**src/rtl/pgwalk.sv**
```systemverilog
module pgwalk #(
  parameter int VA_W  = 32,
  parameter int OFF_W = 12,
  parameter int IDX_W = 10
) (
  input  logic            clk,
  input  logic            rst_n,
  input  logic            start,
  input  logic [VA_W-1:0] vaddr,
  input  logic            is_write,
  input  logic            mmu_on,
  input  logic [VA_W-1:0] dir_base,
  output logic            mem_req,
  output logic [VA_W-1:0] mem_addr,
  input  logic            mem_ack,
  input  logic [VA_W-1:0] mem_rdata,
  output logic            busy,
  output logic            done,
  output logic [VA_W-1:0] paddr,
  output logic            writable,
  output logic            fault,
  output logic [2:0]      fault_code
);
  localparam int TAG_W   = VA_W - OFF_W;
  localparam int DIR_LSB = OFF_W + IDX_W;
  localparam int PAD_W   = VA_W - IDX_W - 2;

  typedef enum logic [1:0] {S_IDLE, S_DIR, S_TBL, S_DONE} st_t;

  st_t             st;
  logic [VA_W-1:0] va_q;
  logic            wr_q;
  logic [TAG_W-1:0] dbase_q, tbase_q;
  logic [IDX_W-1:0] idx;
  logic [TAG_W-1:0] base;
  logic            ent_ok, perm_ok;

  assign busy    = st != S_IDLE;
  assign done    = st == S_DONE;
  assign mem_req = (st == S_DIR) || (st == S_TBL);
  assign idx     = (st == S_TBL) ? va_q[DIR_LSB-1:OFF_W] : va_q[VA_W-1:DIR_LSB];
  assign base    = (st == S_TBL) ? tbase_q : dbase_q;
  assign mem_addr = {base, {OFF_W{1'b0}}} + {{PAD_W{1'b0}}, idx, 2'b00};
  assign ent_ok  = mem_rdata[0];
  assign perm_ok = mem_rdata[1] || !wr_q;

  always_ff @(posedge clk) begin
    if (!rst_n) begin
      st         <= S_IDLE;
      va_q       <= '0;
      wr_q       <= 1'b0;
      dbase_q    <= '0;
      tbase_q    <= '0;
      paddr      <= '0;
      writable   <= 1'b0;
      fault      <= 1'b0;
      fault_code <= 3'd0;
    end else begin
      case (st)
        S_IDLE: if (start) begin
          va_q    <= vaddr;
          wr_q    <= is_write;
          dbase_q <= dir_base[VA_W-1:OFF_W];
          if (mmu_on) begin
            st <= S_DIR;
          end else begin
            paddr      <= vaddr;
            writable   <= 1'b1;
            fault      <= 1'b0;
            fault_code <= 3'd0;
            st         <= S_DONE;
          end
        end
        S_DIR: if (mem_ack) begin
          if (ent_ok) begin
            tbase_q <= mem_rdata[VA_W-1:OFF_W];
            st      <= S_TBL;
          end else begin
            paddr      <= va_q;
            writable   <= 1'b0;
            fault      <= 1'b1;
            fault_code <= wr_q ? 3'd3 : 3'd2;
            st         <= S_DONE;
          end
        end
        S_TBL: if (mem_ack) begin
          if (ent_ok && perm_ok) begin
            paddr      <= {mem_rdata[VA_W-1:OFF_W], va_q[OFF_W-1:0]};
            writable   <= mem_rdata[1];
            fault      <= 1'b0;
            fault_code <= 3'd0;
          end else begin
            paddr      <= va_q;
            writable   <= 1'b0;
            fault      <= 1'b1;
            fault_code <= wr_q ? 3'd3 : 3'd2;
          end
          st <= S_DONE;
        end
        default: st <= S_IDLE;
      endcase
    end
  end
endmodule


```
**config.mk**
```make
export PLATFORM = sky130hd
export DESIGN_NAME = pgwalk
export DESIGN_NICKNAME = d
export VERILOG_FILES = /design/src/rtl/pgwalk.sv
export SDC_FILE = /design/constraint.sdc
export NUM_CORES = 1
export LEC_CHECK = 0
export ABC_CLOCK_PERIOD_IN_PS = 5500
export BUFFER_PORTS_ARGS = -buffer_cell sky130_fd_sc_hd__buf_2
export CAP_MARGIN = 0
export CORE_MARGIN = 2
export CORE_UTILIZATION = 56
export CTS_BUF_LIST = sky130_fd_sc_hd__clkbuf_4 sky130_fd_sc_hd__clkbuf_8
export DETAILED_ROUTE_END_ITERATION = 10
export MAX_ROUTING_LAYER = met4
export PLACE_DENSITY = 0.9
export SYNTH_ARGS = -nofsm -noshare
export SYNTH_HDL_FRONTEND = slang
export SYNTH_SLANG_ARGS = --single-unit
```
**constraint.sdc**
```tcl
create_clock -name clk -period 5.5 [get_ports clk]
set_clock_uncertainty 0.2 [all_clocks]
set_input_delay 0.275 -clock clk [delete_from_list [all_inputs] [get_ports clk]]
set_output_delay 0.275 -clock clk [all_outputs]
set_load 0.03 [all_outputs]
```
After elaboration in Yosys (flattened, before gate mapping) --
Cells that the tools add are included. Widths: inputs -> output; s select.
Cells by class: add/sub/neg operators 1, eq/ne operators 8, multiplexer cells 37, reductions and logical operators 11
Operator list (count):
- $mux 32 | 6
- $pmux 32 s3 | 1
- $add 32x12->32 | 1
- $mux 20 | 1
- $mux 3 | 5
- $mux 1 | 14
- $mux 10 | 1
- $mux 2 | 5
- $ne 2x2->1 const B | 5
- $pmux 3 s3 | 1
- $pmux 1 s3 | 2
- $pmux 2 s3 | 1
- $reduce_and 3->1 | 2
- $reduce_and 6->1 | 1
- $eq 2x2->1 const B | 2
- $reduce_bool 3->1 | 1
- $eq 2x1->1 const B | 1
- $logic_not 2->1 | 1
- $logic_or 1x1->1 | 2
- $reduce_and 2->1 | 1
- $reduce_bool 2->1 | 1
- $logic_and 1x1->1 | 1
- $logic_not 1->1 | 1
Storage, ports and cells: bits in registers 112, output and inout port bits 72, logic and storage cells 66

Longest topological paths before layout --
word-level depth 6, gate-level depth with buffers 9, depth with buffers taken out 6

Least setup slack after synthesis --
Ideal clock, no wire load.
path kind register to register, start register st[0], end register paddr[10], arrival 1.873 ns, data required time 5.175 ns, slack 3.302 ns, stages on the path, launching flop included 10, buffers on the path 3, clock period less this slack 2.198 ns, cells stage by stage dfxtp_1 -> inv_1 -> ha_1 -> buf_2 -> o21ba_2 -> or3_1 -> buf_6 -> buf_6 -> a221oi_1 -> nor3b_1
On the way: longest elaborated chain between the ends 3
RTL lines:
- start: declaration | RTL line 30 | st_t st;
- start signal: assignment | RTL line 49 | st <= S_IDLE;
- start signal: assignment | RTL line 65 | st <= S_DIR;
- start signal: assignment | RTL line 71 | st <= S_DONE;
- $eq 2x1->1 (tied with other cells) | RTL line 59 | case (st)
- $ne 2x2->1 (no source line) / $reduce_bool 3->1 (equally long branches)
- $reduce_and 6->1 (no source line)
- end signal: assignment | RTL line 67 | paddr <= vaddr;
- end signal: assignment | RTL line 79 | paddr <= va_q;
- end signal: assignment | RTL line 88 | paddr <= {mem_rdata[VA_W-1:OFF_W], va_q[OFF_W-1:0]};
- end: declaration | RTL line 19 | output logic [VA_W-1:0] paddr,
Parallel ways exist; a longest one is shown, timed or not. A chain may end at the register's enable or synchronous reset.

Worst setup path in the final report --
start register st[1], end register paddr[10]
Same word-level chain as after synthesis.

==> results.md <==
* Outcome: completed
* Synthesized area at 0.004926 mm²
* IO Count at 174
* Hold Path End: tbase_q[4]
* Via density at 5.812
* Top post-synthesis cells by area: dfxtp_1, nand2_1, a21boi_0, mux2_2, a221oi_1
* Startpoint Class: flop
* Die ar. at 0.009563 mm²
* Pin count of the biggest net entering global routing at 132
* DRT Wirelength at 14.92 mm
* IO buf count at 148
* Die Span Y at 97.79 µm
* Hold WC Path Type: primary input to flop
* Initial antenna violation count at 0
* Final setup viols at 0
* Reg2reg path depth at 6
* RSZ-0062 raised after global routing: false
* Root buf cell: clkbuf_8
* PostCTS Resize Cnt at 0
* Critical R2R Capture: paddr[10]
* Least-Margin Pin Slew at 1185 ps
* CTS Buf Count at 9
* Fmax at 319.8 MHz
* First-pass DRT Iterations at 5
* Maximum root-to-sink buffer count at 2
* Synth async-reset ratio at 0%
* Yosys top cell area share at 44.70%
* Drt drc at 0
* Worst Min Path Start: mem_rdata[16]
* Syn Inst Count at 572
* Commonest non-fill, non-tap cell in the layout: nand2_1
* Place WS at 2593 ps
* Slew Viols, Final at 0
* Layout Nets at 852
* WL per Instance at 17.39 µm
* Number of synthesized flops with an enable pin at 0
* Worst skew pair latency at 360 ps
* Detailed-route via count at 4,987
* FP Rows at 34
* Layout Utilization at 74.96%
* Static Leak at 2.711 nW
* Largest area contributor in the netlist: dfxtp_1
* Hold Crit Depth at 3
* Share of cells above drive strength 1 at 27.07%
* CTS tree: done
* Worst vdd ir at 0.2120 mV
* GPL Wtd Cong at 0.8974
* Vias in the first global route at 4,878
* Library cells used by synthesis at 32
* Yosys reg bits at 110
* H-tree Lvls at 3
* Commonest non-fill, non-tap cells in the layout: nand2_1, buf_2, dfxtp_1
* First-pass GRT wire length at 23.83 mm
* Crit path time final at 3127 ps
* First DRT Iteration DRCs at 363
* Die width at 97.79 µm
* Power Dens Cells at 483.2 mW/mm²
* Ant. Diodes at 0
* Initial Util at 57.04%
* Post-DP HPWL at 9.066 mm
* Top FF cell, synth: dfxtp_1
* CP Data Required Time at 5560 ps
* Critical path peak fanout at 23
* Avg Inst Size Synth at 8.612 µm²
* Grt total ovfl at 0
* Synth warn at 0
* Sequential area share after synthesis at 44.70%
* Worst-path clk slew at 100 ps
* Final ANT Viol Nets at 0
* Clock Sinks at 110
* Maxcap violations at 0
* Count of final hold-check violations at 0
* Final worst setup slack at 2373 ps
* Final period util at 56.85%
* Gr usage total at 31.48%
* Kind of critical path: flop to flop
* Postcts setup bufs at 0
* Total negative slack at 0 ps
* Syn-to-layout area delta at 31.42%
* CP Capture Type: flop
* R2R setup slack at 2370 ps
* Worst slew margin at 20.73%
* CORE AREA at 0.008636 mm²
* Arrival time worst endpoint at 3190 ps
* Worst r2r src: st[1]
## worst max-delay path by stage
stage / start / endpoint / slack (ps)
final: st[1] / paddr[10] / 2370
after global routing: st[0] / paddr[10] / 2150
after CTS: st[1] / paddr[3] / 2560
after detailed placement: st[1] / paddr[11] / 2590
after global placement: st[0] / paddr[7] / 2710
after floorplan: st[0] / paddr[10] / 3300
## routing by layer
metal | wire length, µm | global-route usage, %
met5 | 0 | -
met4 | 470 | 13.14
met3 | 1089 | 3.794
met2 | 7323 | 52.25
met1 | 6040 | 39.04
## cells by family after synthesis
group                      Yosys count  synth area share (%)
DFF                                110                 44.70
and+or+nand+nor                    209                 18.03
AOI/OAI and AO/OA                  157                 23.72
muxes                               30                 6.858
buffers and inverters               60                 5.334
other                                1               0.07613
adders and majority gates            5                 1.270
## critical path: stages, from the launching register on
cell and delay (ps):
dfxtp_1 410, inv_1 110, ha_1 850, clkinv_1 200
nor2_1 720, a221oi_1 210, nor3b_1 330
## power by group
| group | total, mW | switching (mW) | internal [mW] |
|---|---|---|---|
| combinational | 1.50 | 1.03 | 0.476 |
| clock | 0.557 | 0.269 | 0.289 |
| sequential | 1.07 | 0.0990 | 0.968 |
## state kept, by name (all words and copies together), names as in the netlist
register,count
st,2
wr_q,1
fault_code,2
dbase_q,20
writable,1
va_q,32
tbase_q,20
paddr,32
## synth_stat cells, types with 2 or more instances
library cell	n
a21boi_0	74
a221oi_1	32
and2_1	3
and3_1	2
buf_1	2
buf_2	6
buf_4	4
buf_6	2
clkbuf_1	40
dfxtp_1	110
ha_1	5
inv_1	5
mux2_2	30
nand2_1	149
nand3_1	23
nor2_1	15
nor3b_1	13
o211ai_1	20
o21ai_0	23
o41ai_1	2
## final cells by class
type	instances	area [µm²]
Clock buffer	12	158.9
Clock inverter	4	76.32
Fill cell	580	2162
Inverter	6	22.52
Multi-Input combinational cell	404	2485
Sequential cell	110	2202
Tap cell	108	135.1
Timing Repair Buffer	214	1394
## through the flow
step / std cells / cell area (µm²) / hold WS [ps] / power [mW]
2_1_floorplan: 574 / 4933 / 219.9 / 2.136
6_report: 858 / 6474 / 14.16 / 3.128
3_3_place_gp: 780 / 5618 / 248.1 / 2.463
5_1_grt: 858 / 6474 / 13.20 / 3.285
4_1_cts: 858 / 6474 / 0.6021 / 3.096
3_5_place_dp: 780 / 5618 / 256.5 / 2.507
## timing repair
| item | CTS | global route |
|---|---|---|
| hold buffers | 62 | 0 |
| endpoints found under the setup margin | 0 | 0 |
| hold endpoints to repair | 62 | 0 |
No activity file was read; power rests on OpenSTA's default activity.
